<file path="src/rtl/gpio_irq_pkg.sv">
package gpio_irq_pkg;

  // Word addresses of the register file
  localparam logic [3:0] A_ENABLE = 4'd0;
  localparam logic [3:0] A_STATUS = 4'd1;
  localparam logic [3:0] A_SHOW   = 4'd2;
  localparam logic [3:0] A_CLEAR  = 4'd3;
  localparam logic [3:0] A_MSET   = 4'd4;
  localparam logic [3:0] A_MCLR   = 4'd5;
  localparam logic [3:0] A_DOUT   = 4'd6;
  localparam logic [3:0] A_DIN    = 4'd7;
  localparam logic [3:0] A_DIR    = 4'd8;
  localparam logic [3:0] A_MODE0  = 4'd9;
  localparam logic [3:0] A_MODE1  = 4'd10;
  localparam logic [3:0] A_SWRST  = 4'd15;

  // Detector mode codes; other codes disable detection
  typedef enum logic [2:0] {
    MD_FALL = 3'd0,
    MD_RISE = 3'd1,
    MD_LOW  = 3'd2,
    MD_HIGH = 3'd3,
    MD_BOTH = 3'd4
  } det_mode_e;

  localparam int MODE_W      = 3;
  localparam int MODE_STRIDE = 4;
  localparam int PINS_PER_MW = 8;

endpackage

</file>
<file path="src/rtl/gpio_sync.sv">
module gpio_sync #(
  parameter int W = 12
) (
  input  logic         clk,
  input  logic         rst,
  input  logic [W-1:0] d_async,
  output logic [W-1:0] d_sync
);
  logic [W-1:0] stage1_q, stage2_q;

  always_ff @(posedge clk) begin
    if (rst) begin
      stage1_q <= '0;
      stage2_q <= '0;
    end else begin
      stage1_q <= d_async;
      stage2_q <= stage1_q;
    end
  end

  assign d_sync = stage2_q;
endmodule

</file>
<file path="src/rtl/gpio_pin_detect.sv">
module gpio_pin_detect
  import gpio_irq_pkg::*;
(
  input  logic              clk,
  input  logic              rst,
  input  logic              smp,
  input  logic [MODE_W-1:0] mode,
  output logic              hit
);
  logic prev_q;

  always_ff @(posedge clk) begin
    if (rst) prev_q <= 1'b0;
    else     prev_q <= smp;
  end

  always_comb begin
    case (mode)
      MD_FALL: hit = prev_q & ~smp;
      MD_RISE: hit = ~prev_q & smp;
      MD_LOW:  hit = ~smp;
      MD_HIGH: hit = smp;
      MD_BOTH: hit = prev_q ^ smp;
      default: hit = 1'b0;
    endcase
  end
endmodule

</file>
<file path="src/rtl/gpio_irq_ctrl.sv">
module gpio_irq_ctrl
  import gpio_irq_pkg::*;
#(
  parameter int N_PINS = 12,
  parameter int DATA_W = 32,
  parameter int ADDR_W = 4
) (
  input  logic              clk,
  input  logic              rst,
  input  logic              wr_en,
  input  logic              rd_en,
  input  logic [ADDR_W-1:0] addr,
  input  logic [DATA_W-1:0] wr_data,
  output logic [DATA_W-1:0] rd_data,
  input  logic [N_PINS-1:0] pin_in,
  output logic [N_PINS-1:0] pin_out,
  output logic [N_PINS-1:0] pin_oe,
  output logic              irq
);
  localparam int                PAD_W    = DATA_W - N_PINS;
  localparam logic [N_PINS-1:0] ALL_ONES = {N_PINS{1'b1}};

  logic              swrst_q;
  logic              core_rst;
  logic [N_PINS-1:0] en_q, mask_q, stat_q, out_q, dir_q;
  logic [MODE_W-1:0] mode_q [N_PINS];
  logic [N_PINS-1:0] smp, hit, clr_bits;
  logic [N_PINS-1:0] wlow;
  logic              irq_q;
  logic [DATA_W-1:0] mode_rd0, mode_rd1, rd_mux;
  logic              unused_wdata;

  assign core_rst     = rst | swrst_q;
  assign wlow         = wr_data[N_PINS-1:0];
  assign unused_wdata = ^wr_data;

  function automatic logic wr_at(input logic [3:0] a);
    return wr_en && (addr == a);
  endfunction

  function automatic logic [DATA_W-1:0] ext(input logic [N_PINS-1:0] v);
    return {{PAD_W{1'b0}}, v};
  endfunction

  // Software reset bit: only the pin reset clears it
  always_ff @(posedge clk) begin
    if (rst)                swrst_q <= 1'b0;
    else if (wr_at(A_SWRST)) swrst_q <= wr_data[0];
  end

  gpio_sync #(.W(N_PINS)) u_sync (
    .clk     (clk),
    .rst     (core_rst),
    .d_async (pin_in),
    .d_sync  (smp)
  );

  for (genvar p = 0; p < N_PINS; p++) begin : g_pin
    gpio_pin_detect u_det (
      .clk  (clk),
      .rst  (core_rst),
      .smp  (smp[p]),
      .mode (mode_q[p]),
      .hit  (hit[p])
    );
  end

  // Configuration registers
  always_ff @(posedge clk) begin
    if (core_rst) begin
      en_q   <= '0;
      mask_q <= ALL_ONES;
      out_q  <= '0;
      dir_q  <= '0;
    end else begin
      if (wr_at(A_ENABLE)) en_q  <= wlow;
      if (wr_at(A_DOUT))   out_q <= wlow;
      if (wr_at(A_DIR))    dir_q <= wlow;
      if (wr_at(A_MSET))
        mask_q <= mask_q | wlow;
      else if (wr_at(A_MCLR))
        mask_q <= mask_q & ~wlow;
    end
  end

  always_ff @(posedge clk) begin
    for (int p = 0; p < N_PINS; p++) begin
      if (core_rst)
        mode_q[p] <= '0;
      else if ((p < PINS_PER_MW) ? wr_at(A_MODE0) : wr_at(A_MODE1))
        mode_q[p] <= wr_data[MODE_STRIDE*(p % PINS_PER_MW) +: MODE_W];
    end
  end

  // Sticky status: a new event wins over a clear in the same cycle
  assign clr_bits = wr_at(A_CLEAR) ? wlow : '0;

  always_ff @(posedge clk) begin
    if (core_rst) begin
      stat_q <= '0;
      irq_q  <= 1'b0;
    end else begin
      stat_q <= (stat_q & ~clr_bits) | (hit & en_q);
      irq_q  <= |(stat_q & ~mask_q);
    end
  end

  // Mode readback images
  always_comb begin
    mode_rd0 = '0;
    mode_rd1 = '0;
    for (int p = 0; p < N_PINS; p++) begin
      if (p < PINS_PER_MW)
        mode_rd0[MODE_STRIDE*(p % PINS_PER_MW) +: MODE_W] = mode_q[p];
      else
        mode_rd1[MODE_STRIDE*(p % PINS_PER_MW) +: MODE_W] = mode_q[p];
    end
  end

  always_comb begin
    case (addr)
      A_ENABLE: rd_mux = ext(en_q);
      A_STATUS: rd_mux = ext(stat_q);
      A_SHOW:   rd_mux = ext(stat_q & ~mask_q);
      A_MSET,
      A_MCLR:   rd_mux = ext(mask_q);
      A_DOUT:   rd_mux = ext(out_q);
      A_DIN:    rd_mux = ext(smp);
      A_DIR:    rd_mux = ext(dir_q);
      A_MODE0:  rd_mux = mode_rd0;
      A_MODE1:  rd_mux = mode_rd1;
      A_SWRST:  rd_mux = {{(DATA_W-1){1'b0}}, swrst_q};
      default:  rd_mux = '0;
    endcase
  end

  always_ff @(posedge clk) begin
    if (rst)        rd_data <= '0;
    else if (rd_en) rd_data <= rd_mux;
  end

  assign pin_out = out_q;
  assign pin_oe  = dir_q;
  assign irq     = irq_q;
endmodule

</file>
<file path="config.mk">
export PLATFORM = sky130hd
export DESIGN_NAME = gpio_irq_ctrl
export DESIGN_NICKNAME = d
export VERILOG_FILES = /design/src/rtl/gpio_irq_pkg.sv /design/src/rtl/gpio_sync.sv /design/src/rtl/gpio_pin_detect.sv /design/src/rtl/gpio_irq_ctrl.sv
export SDC_FILE = /design/constraint.sdc
export NUM_CORES = 1
export LEC_CHECK = 0
export ABC_AREA = 1
export BUFFER_PORTS_ARGS = -buffer_cell sky130_fd_sc_hd__buf_2
export CORE_MARGIN = 3
export CORE_UTILIZATION = 40
export DETAILED_ROUTE_END_ITERATION = 7
export PLACE_DENSITY = 0.56
export SLEW_MARGIN = 20
export SYNTH_ARGS = -nofsm -noshare
export SYNTH_HDL_FRONTEND = slang
export SYNTH_SLANG_ARGS = --single-unit
</file>
<file path="constraint.sdc">
create_clock -name clk -period 4.9 [get_ports clk]
set_input_delay 0.98 -clock clk [delete_from_list [all_inputs] [get_ports clk]]
set_output_delay 0.98 -clock clk [all_outputs]
set_load 0.005 [all_outputs]
</file>
==> flow_metrics.env <==
export IMPL_p_switching_uw=745
export IMPL_routed_wirelength_um=21100
export IMPL_die_area_mm2=0.0209
export IMPL_fin_setup_tns_ps=0
export IMPL_place_gp_congestion=0.916
export IMPL_outcome="complete, no violations"
export IMPL_rsz0062_at_grt="no"
export IMPL_arrival_ps=3130
export IMPL_utilization_pct=47.5
export IMPL_clk_latency_ps=430
export IMPL_rows=50
export IMPL_cts_post_setup_buffers_inserted=0
export IMPL_setup_viol=0
export IMPL_crit_path_start_kind="primary input"
export IMPL_syn_area_per_cell_um2=7.24
export IMPL_io_buffers=98
export IMPL_num_io_pins=109
export IMPL_ir_worst_vdd_mv=0.255
export IMPL_worst_setup_path_end_kind="flop"
export IMPL_crit_type="primary input to flop"
export IMPL_relSlewSlack_pct=31.6
export IMPL_grt_use_total_pct=20.5
export IMPL_cp_data_required_time_ps=5160
export IMPL_design_core_area_mm2=0.0188
export IMPL_wl_per_cell_um=15.1
export IMPL_cts_hold_buf=0
export IMPL_cts_reportedPaths_clkPinSlew_ps=70
export IMPL_vias=6919
export IMPL_worst_pin_slew_ps=1020
export IMPL_hpwlAfterDp_um=15500
export IMPL_cts_buffer_depth=2
export IMPL_synth_area_mm2=0.00769
export IMPL_numClockSinks=161
export IMPL_dieHeight_um=145
export IMPL_synth_seq_cells=161
export IMPL_hold_ws_ps=402
export IMPL_ys_flop_type="dfxtp_1"
export IMPL_hold_path_class="flop to flop"
export IMPL_pwr_share_clk_pct=45.4
export IMPL_post_cts_resize_count=0
export IMPL_grt_ovfl_total=0
export IMPL_worstHoldStart="u_sync.stage1_q[10]$_SDFF_PN0_"
export IMPL_clock_fmax_mhz=348
export IMPL_drv_slew=0
export IMPL_n_antenna_cell=0
export IMPL_ant_nets=0
export IMPL_ys_seq_area_share_pct=46.6
export IMPL_p_comb_share_pct=7.5
export IMPL_synth_cell_types=31
export IMPL_finalCritPeriodShare_pct=58.6
export IMPL_hold_viol_final=0
export IMPL_cap_violations=0
export IMPL_fin_nets=1221
export IMPL_numCtsBuffers=17
export IMPL_synth_warnings=0
export IMPL_cp_startpoint="rst"
export IMPL_cts_tree="done"
export IMPL_grt_pass1_vias=6350
export IMPL_synth_edf_count=36
export IMPL_cts_root_buf="clkbuf_16"
export IMPL_die_x_um=145
export IMPL_area_growth_syn_to_layout_pct=15.8
export IMPL_synthArstFlopShare_pct=0
export IMPL_syn_inst=1063
export IMPL_cp_max_fo=29
export IMPL_viasPerCell=4.97
export IMPL_drive_above_1_share_pct=14.0
export IMPL_fin_worst_skew_ps=10.7
export IMPL_grt_first_pass_wirelength_um=32900
export IMPL_htreeDepth=4
export IMPL_drt_pass1_iterations=5
export IMPL_reg2reg_from="swrst_q$_SDFFE_PP0P_"
export IMPL_power_density_mw_per_mm2=340
export IMPL_antenna_found_initial=0
export IMPL_grt_max_degree=47
export IMPL_seqPwrFrac_pct=47.1
export IMPL_fin_crit_ps=2870
export IMPL_detail_route_iter0_violations=422
export IMPL_initial_core_util_pct=41.0
export IMPL_p_leak_uw=0.00397
export IMPL_drcViolationCount=0
export IMPL_swShare_pct=24.6
export IMPL_internal_power_uw=2280
## worst paths after layout
path                                   to  slack, ps  depth (start not counted)
max            mode_q[2][9]$_SDFFCE_PN0P_       2030                          4
min          u_sync.d_sync[10]$_SDFF_PN0_        400                          2
max reg2reg    mode_q[2][9]$_SDFFCE_PN0P_       2600                          3
min reg2reg  u_sync.d_sync[10]$_SDFF_PN0_        400                          2
## critical path, cell delays in order
cell     delay, ps
buf_2          280
nor2_1         850
nand4_1        730
nor2_1         290
## sequential cells by signal, indices dropped and copies added (netlist names), named ones only
register,count
en_q,12
g_pin.u_det.prev_q,12
irq,1
mode_q,36
pin_oe,12
pin_out,12
rd_data,27
stat_q,12
swrst_q,1
u_sync.d_sync,12
u_sync.stage1_q,12
## layout make-up
| class | count | area (µm²) |
|---|---|---|
| fillers | 1959 | 9860 |
| flip-flops and latches | 161 | 3580 |
| multi-input cells | 701 | 3290 |
| inverters | 158 | 593 |
| repair buffers | 106 | 551 |
| clock buffers | 19 | 443 |
| well taps | 234 | 293 |
| clock inverters | 13 | 158 |
## per-layer routing
layer	vias up	track usage, %	share of wire, %
met5	-	0	0
met4	0	6.58	2.1
met1	3212	26.9	44
li1	3500	-	-
met3	30	3.29	4.7
met2	177	34.9	49
## power groups by stage
stage	clock, µW	combinational, µW	sequential (µW)
floorplan	0	143	1450
global placement	0	225	1450
detailed placement	0	228	1460
CTS	1390	229	1430
global route	1450	258	1430
finish	1370	228	1430
## through the flow
step / setup WS [ps] / cells / total power [µW] / area, µm²
floorplan: 1210 / 1067 / 1590 / 7710
global placement: 1590 / 1360 / 1680 / 8310
detailed placement: 1560 / 1360 / 1680 / 8310
CTS: 2010 / 1392 / 3050 / 8910
global route: 1850 / 1392 / 3140 / 8910
finish: 2030 / 1392 / 3030 / 8910
## placed cells by master (no fill, tap or decap), drive strengths merged
cell        n
clkbuf     19
inv       160
buf       106
nand3      85
bufinv      3
o211ai      1
dfxtp     125
o21ai      68
clkinvlp    1
nand2     239
edfxtp     36
clkinv      7
nor3        1
conb        5
nor4        4
a21oi      89
nor2      164
o22ai       2
or2         7
nand4       5
a311oi      1
ha         24
nand3b      6
## cells by family after synthesis
group           Yosys count  share of synthesized area (%)
other cells               1                         0.0488
compound gates          161                           10.6
simple gates            511                           28.0
buf+inv                 205                           10.9
flops                   161                           46.6
fa+ha+maj                24                           3.90
## cell usage after synthesis, types with 2 or more instances
| library cell | n | area (µm²) |
|---|---|---|
| edfxtp_1 | 36 | 1080 |
| nor2_1 | 157 | 589 |
| nand3_1 | 84 | 420 |
| a21oi_1 | 89 | 445 |
| inv_1 | 152 | 571 |
| ha_1 | 24 | 300 |
| or2_2 | 7 | 43.8 |
| nor2_4 | 5 | 56.3 |
| clkbuf_1 | 21 | 78.8 |
| nor4_1 | 4 | 25.0 |
| buf_6 | 2 | 22.5 |
| inv_2 | 5 | 18.8 |
| o21ai_0 | 67 | 335 |
| dfxtp_1 | 125 | 2500 |
| nand2_1 | 235 | 882 |
| buf_2 | 12 | 60.1 |
| nand3b_1 | 6 | 45.0 |
| buf_4 | 10 | 75.1 |
| nand4_1 | 5 | 31.3 |
| nor2_2 | 2 | 12.5 |
| nand2_2 | 4 | 25.0 |
| o22ai_1 | 2 | 12.5 |
No activity file was read; power rests on OpenSTA's default activity.
